[config.mk]
export PLATFORM = sky130hd
export DESIGN_NAME = sadc_reader
export DESIGN_NICKNAME = d
export VERILOG_FILES = /design/src/rtl/sadc_pkg.sv /design/src/rtl/sadc_sync.sv /design/src/rtl/sadc_sclk_gen.sv /design/src/rtl/sadc_capture.sv /design/src/rtl/sadc_reader.sv
export SDC_FILE = /design/constraint.sdc
export NUM_CORES = 1
export LEC_CHECK = 0
export ABC_CLOCK_PERIOD_IN_PS = 3650
export BUFFER_PORTS_ARGS = -buffer_cell sky130_fd_sc_hd__buf_2
export CORE_UTILIZATION = 43
export DETAILED_ROUTE_END_ITERATION = 10
export GPL_TIMING_DRIVEN = 0
export PLACE_DENSITY = 0.61
export SLEW_MARGIN = 20
export SYNTH_ARGS = -nofsm -noshare
export SYNTH_HDL_FRONTEND = slang
export SYNTH_HIERARCHICAL = 1
export SYNTH_SLANG_ARGS = --single-unit
[constraint.sdc]
create_clock -name clk -period 3.65 [get_ports clk]
set_input_delay 0.365 -clock clk [delete_from_list [all_inputs] [get_ports clk]]
set_output_delay 0.365 -clock clk [all_outputs]
set_load 0.1 [all_outputs]
[src/rtl/sadc_pkg.sv]
package sadc_pkg;

  typedef enum logic [1:0] {
    ST_IDLE  = 2'd0,
    ST_WAIT  = 2'd1,
    ST_SHIFT = 2'd2,
    ST_GUARD = 2'd3
  } sadc_state_e;

  // smallest half period (in system clocks) keeping SCLK at or below the limit
  function automatic int sclk_half_cycles(input int clk_hz, input int sclk_max_hz);
    longint num;
    longint den;
    num = longint'(clk_hz);
    den = 2 * longint'(sclk_max_hz);
    return int'((num + den - 1) / den);
  endfunction

  // nanoseconds to system clock cycles, rounded up
  function automatic int ns_to_cycles(input int ns, input int clk_hz);
    longint prod;
    prod = longint'(ns) * longint'(clk_hz);
    return int'((prod + 64'd999_999_999) / 64'd1_000_000_000);
  endfunction

endpackage

[src/rtl/sadc_sync.sv]
module sadc_sync #(
  parameter int STAGES = 2
) (
  input  logic clk,
  input  logic rst_n,
  input  logic din,
  output logic dout
);
  logic [STAGES-1:0] pipe;

  always_ff @(posedge clk or negedge rst_n) begin
    if (!rst_n) pipe <= '0;
    else        pipe <= {pipe[STAGES-2:0], din};
  end

  assign dout = pipe[STAGES-1];
endmodule

[src/rtl/sadc_sclk_gen.sv]
module sadc_sclk_gen #(
  parameter int HALF = 12
) (
  input  logic clk,
  input  logic rst_n,
  input  logic run,
  output logic sclk,
  output logic rise_evt,
  output logic fall_evt
);
  localparam int HW = $clog2(HALF + 1);

  logic [HW-1:0] half_cnt;
  logic          tick;

  assign tick     = run && (half_cnt == HW'(HALF - 1));
  assign rise_evt = tick && !sclk;
  assign fall_evt = tick && sclk;

  always_ff @(posedge clk or negedge rst_n) begin
    if (!rst_n) begin
      half_cnt <= '0;
      sclk     <= 1'b0;
    end else if (!run) begin
      half_cnt <= '0;
      sclk     <= 1'b0;
    end else if (tick) begin
      half_cnt <= '0;
      sclk     <= ~sclk;
    end else begin
      half_cnt <= half_cnt + 1'b1;
    end
  end

  AST_SCLK_NEEDS_RUN: assert property (@(posedge clk) disable iff (!rst_n)
    sclk |-> $past(run));
endmodule

[src/rtl/sadc_capture.sv]
module sadc_capture #(
  parameter int DATA_BITS = 10
) (
  input  logic                 clk,
  input  logic                 rst_n,
  input  logic                 shift_en,
  input  logic                 din,
  output logic [DATA_BITS-1:0] word
);
  always_ff @(posedge clk or negedge rst_n) begin
    if (!rst_n)        word <= '0;
    else if (shift_en) word <= {word[DATA_BITS-2:0], din};
  end
endmodule

[src/rtl/sadc_reader.sv]
module sadc_reader
  import sadc_pkg::*;
#(
  parameter int CLK_HZ      = 50_000_000,
  parameter int SCLK_MAX_HZ = 2_100_000,
  parameter int DATA_BITS   = 10,
  parameter int TIMEOUT_NS  = 12_000,
  parameter int REACQ_NS    = 1_000,
  parameter int SYNC_STAGES = 2
) (
  input  logic                 clk,
  input  logic                 rst_n,
  input  logic                 enable,
  input  logic                 start,
  input  logic                 adc_sdo,
  output logic                 adc_cs_n,
  output logic                 adc_sclk,
  output logic                 adc_shdn_n,
  output logic                 busy,
  output logic [DATA_BITS-1:0] sample,
  output logic                 sample_vld,
  output logic                 timeout_err
);
  localparam int HALF      = sclk_half_cycles(CLK_HZ, SCLK_MAX_HZ);
  localparam int TMO_CYC   = ns_to_cycles(TIMEOUT_NS, CLK_HZ);
  localparam int REACQ_CYC = ns_to_cycles(REACQ_NS, CLK_HZ);
  localparam int PULSES    = DATA_BITS + 1;
  localparam int TW        = $clog2(TMO_CYC + 1);
  localparam int GW        = $clog2(REACQ_CYC + 1);
  localparam int PW        = $clog2(PULSES + 1);

  sadc_state_e          state;
  logic [TW-1:0]        tmo_cnt;
  logic [GW-1:0]        guard_cnt;
  logic [PW-1:0]        pulse_cnt;
  logic                 sdo_s;
  logic                 rise_evt;
  logic                 fall_evt;
  logic                 run;
  logic [DATA_BITS-1:0] word;

  // named internal events
  logic start_ok;
  logic eoc_seen;
  logic tmo_hit;
  logic last_fall;
  logic guard_done;

  assign run        = (state == ST_SHIFT);
  assign start_ok   = (state == ST_IDLE) && start && enable;
  assign eoc_seen   = (state == ST_WAIT) && (tmo_cnt >= TW'(SYNC_STAGES)) && sdo_s;
  assign tmo_hit    = (state == ST_WAIT) && (tmo_cnt == TW'(TMO_CYC - 1));
  assign last_fall  = fall_evt && (pulse_cnt == PW'(PULSES - 1));
  assign guard_done = (state == ST_GUARD) && (guard_cnt == GW'(REACQ_CYC - 1));

  sadc_sync #(.STAGES(SYNC_STAGES)) u_sync (
    .clk  (clk),
    .rst_n(rst_n),
    .din  (adc_sdo),
    .dout (sdo_s)
  );

  sadc_sclk_gen #(.HALF(HALF)) u_sclk (
    .clk     (clk),
    .rst_n   (rst_n),
    .run     (run),
    .sclk    (adc_sclk),
    .rise_evt(rise_evt),
    .fall_evt(fall_evt)
  );

  sadc_capture #(.DATA_BITS(DATA_BITS)) u_cap (
    .clk     (clk),
    .rst_n   (rst_n),
    .shift_en(rise_evt),
    .din     (sdo_s),
    .word    (word)
  );

  always_ff @(posedge clk or negedge rst_n) begin
    if (!rst_n) adc_shdn_n <= 1'b0;
    else        adc_shdn_n <= enable;
  end

  always_ff @(posedge clk or negedge rst_n) begin
    if (!rst_n) begin
      state       <= ST_IDLE;
      adc_cs_n    <= 1'b1;
      busy        <= 1'b0;
      sample      <= '0;
      sample_vld  <= 1'b0;
      timeout_err <= 1'b0;
      tmo_cnt     <= '0;
      guard_cnt   <= '0;
      pulse_cnt   <= '0;
    end else begin
      sample_vld  <= 1'b0;
      timeout_err <= 1'b0;
      unique case (state)
        ST_IDLE: begin
          if (start_ok) begin
            state    <= ST_WAIT;
            adc_cs_n <= 1'b0;
            busy     <= 1'b1;
            tmo_cnt  <= '0;
          end
        end
        ST_WAIT: begin
          if (eoc_seen) begin
            state     <= ST_SHIFT;
            pulse_cnt <= '0;
          end else if (tmo_hit) begin
            state       <= ST_IDLE;
            timeout_err <= 1'b1;
            adc_cs_n    <= 1'b1;
            busy        <= 1'b0;
          end else begin
            tmo_cnt <= tmo_cnt + 1'b1;
          end
        end
        ST_SHIFT: begin
          if (last_fall) begin
            state      <= ST_GUARD;
            sample     <= word;
            sample_vld <= 1'b1;
            adc_cs_n   <= 1'b1;
            busy       <= 1'b0;
            guard_cnt  <= '0;
          end else if (fall_evt) begin
            pulse_cnt <= pulse_cnt + 1'b1;
          end
        end
        ST_GUARD: begin
          if (guard_done) state <= ST_IDLE;
          else            guard_cnt <= guard_cnt + 1'b1;
        end
        default: state <= ST_IDLE;
      endcase
    end
  end

  AST_CS_FALL_ONLY_FROM_IDLE: assert property (@(posedge clk) disable iff (!rst_n)
    $fell(adc_cs_n) |-> !$past(busy));
  AST_SCLK_LOW_IN_WAIT: assert property (@(posedge clk) disable iff (!rst_n)
    (state == ST_WAIT) |-> !adc_sclk);
  AST_CS_HIGH_SCLK_LOW: assert property (@(posedge clk) disable iff (!rst_n)
    adc_cs_n |-> !adc_sclk);
  AST_VLD_SINGLE_CYCLE: assert property (@(posedge clk) disable iff (!rst_n)
    sample_vld |=> !sample_vld);
  AST_ERR_RELEASES_CS: assert property (@(posedge clk) disable iff (!rst_n)
    timeout_err |-> (adc_cs_n && !busy));
  AST_GUARD_KEEPS_CS: assert property (@(posedge clk) disable iff (!rst_n)
    (state == ST_GUARD) |=> adc_cs_n);
  AST_DONE_CLEARS_BUSY: assert property (@(posedge clk) disable iff (!rst_n)
    (sample_vld || timeout_err) |-> !busy);
endmodule

==> flow_summary.toml <==
[sta]
rsz0062_at_grt = "no"
worst_pin_slew_ps = 950
hold_viol_final = 0
clock_skew_ps = 9.54
period_share_pct = 72.5
setup_viol = 0
setup_tns_ps = 0
period_needed_ps = 2650
slew-limit-headroom_pct = 36.5
max_freq_mhz = 378
final_max_slew_viol_count = 0

[placement]
place_hpwl_mm = 3.27
routabilityCongestion = 0.816
port_buffers = 20

[synth]
synth_area_leaders = "dfrtp_1 48%, mux2_4 5.5%, ha_1 5.0%"
synth_fp_nets = 255
yosysWarnings = 6
synth-seq-cells = 54
synth_top_area_share_pct = 48.4
ys_seq_area_share_pct = 49.3
synth_top_area_cell = "dfrtp_1"
synthFlopType = "dfrtp_1"
syn_inst = 239
avgSynthCellArea_um2 = 11.5
ys_types = 50
synth_area_um2 = 2740
synthArstFlopShare_pct = 100
synth_edf_count = 0

[finish]
area_growth_syn_to_layout_pct = 10.6
n_antenna_cell = 0
layout_common_cells = "53 x dfrtp_1, 20 x buf_2, 15 x nand2_1, 15 x nor2_1"
drive_above_1_share_pct = 22.1
fin_util_pct = 50.4
layout_commonest_cell = "dfrtp_1"
nets = 282
n_fill_cell = 553

[floorplan]
chipWidth_um = 81.9
core_um2 = 6030
initial_core_util_pct = 45.5
boundaryPins = 21
die-area_um2 = 6700
die_h_um = 81.9
num_rows = 28

[cts]
cts_resized = 0
clkTransAtPathRegs_ps = 100
cts-htree-levels = 2
cts_setup_buffers = 0
cts_tree = "done"
cts_buffers = 5
ctsHoldBuffers = 0
cts.sinks = 54
clockBufferDepth = 2
root_buffer = "clkbuf_8"
clkLatencyLatePin_ps = 310

[setup_path]
required_ps = 3850
arrival_ps = 2850
worstSetupEndpointType = "flop"
crit_type = "flop to flop"
crit_fanout = 10
worst_setup_path_start_kind = "flop"

[power_and_ir_drop]
p_leak_nw = 1.49
power_density_nw_per_um2 = 323
ir_drop_mv = 0.260

[route]
drt_iter0_drc = 100
vias = 1862
wl_per_cell_um = 13.8
dr.pass1.iters = 4
drt-total-wl_mm = 4.71
post-route-drc-count = 0
antenna_left = 0
via_per_inst = 5.44

[global_routing]
track_usage_pct = 16.0
grt_pass1_vias = 1756
grt_pass1_wl_mm = 8.27
grt_max_degree = 55
grt-ovfl-total = 0
antenna_found_initial = 0

[status]
status = "complete, no violations"

[worst_hold_path]
hp-class = "input port to async pin"

[job]
max_cap_viol_count = 0
[critical path: stages, from the launching register on]
cell      delay [ps]
dfrtp_1          450
inv_1            110
ha_1             310
buf_2            270
clkinv_1         250
or2_2            350
clkbuf_1         160
buf_1            300
mux2_2           340
[per-layer routing]
layer | track usage [%] | part of all wire (%) | vias up | routed length, um
li1 | - | - | 925 | -
met1 | 23.7 | 53 | 902 | 2510
met2 | 23.6 | 42 | 30 | 1990
met3 | 3.33 | 3.2 | 5 | 150
met4 | 4.21 | 1.2 | 0 | 57
met5 | 0 | 0 | - | 0
[path summary, 6_finish.rpt]
check                                from              to  slack (ps)  cells after the start
min                                 rst_n    pulse_cnt[1]          60                      1
min reg2reg                u_sync/pipe[0]  u_sync/pipe[1]         360                      0
max                              state[0]       sample[9]        1000                      8
min in group clk                  adc_sdo  u_sync/pipe[0]         160                      1
max reg2reg                      state[0]       sample[9]        1000                      8
max in group asynchronous           rst_n      sample_vld        3120                      1
[sequential cells by signal (all words and copies together), names as in the netlist, named ones only]
signal           cells
u_sclk/half_cnt      4
u_sclk/sclk          1
adc_cs_n             1
busy                 1
state                1
u_cap/word          10
u_sync/pipe          2
sample_vld           1
tmo_cnt             10
guard_cnt            6
sample              10
timeout_err          1
pulse_cnt            4
adc_shdn_n           1
[area by class of cell]
type / count / area [um^2] / share of cell area (%)
clock inverter: 3 / 26.3 / 0.866
clock buffer: 5 / 68.8 / 2.27
multi-input combinational: 169 / 1310 / 43.3
inverter: 10 / 37.5 / 1.24
timing repair buffer: 20 / 103 / 3.38
buffer: 6 / 38.8 / 1.28
sequential: 54 / 1350 / 44.6
tap: 75 / 93.8 / 3.09
[cells in the mapped netlist (all sizes together), types with 4 or more instances]
cell type   n
a21oi       7
and3        7
buf         4
dfrtp      53
ha         11
inv         9
mux2       21
nand2      15
nand3      10
nand4       8
nor2       15
nor3b       4
o21ai       6
xor2        8
[power breakdown]
group / switching (mW) / leakage [nW] / internal (mW) / total (mW)
registers: 0.00222 / 0.704 / 0.601 / 0.603
logic: 0.0182 / 0.741 / 0.00446 / 0.0226
clock network: 0.212 / 0.0495 / 0.143 / 0.354
[cells by family (layout without fill, tap and decap cells)]
family | after synthesis | after routing | synth area share, %
and+or+nand+nor | 86 | 86 | 17.9
DFF | 54 | 54 | 49.3
AOI/OAI and AO/OA | 38 | 38 | 10.8
muxes | 23 | 23 | 10.7
buffers and inverters | 16 | 44 | 2.78
adders and majority gates | 11 | 11 | 5.02
xor gates and xnor gates | 11 | 11 | 3.51
[stage by stage]
step / instance area [um^2] / setup slack [ps] / std cells / power (mW) / hold slack (ps)
floorplan: 2740 / 1210 / 239 / 0.622 / 69.4
global placement: 2940 / 993 / 334 / 0.639 / 333
detailed placement: 2940 / 1000 / 334 / 0.639 / 336
CTS: 3030 / 966 / 342 / 0.994 / 121
global route: 3030 / 757 / 342 / 1.02 / 144
finish: 3030 / 1000 / 342 / 0.980 / 61.8
Power figures use the tool's default switching activity.
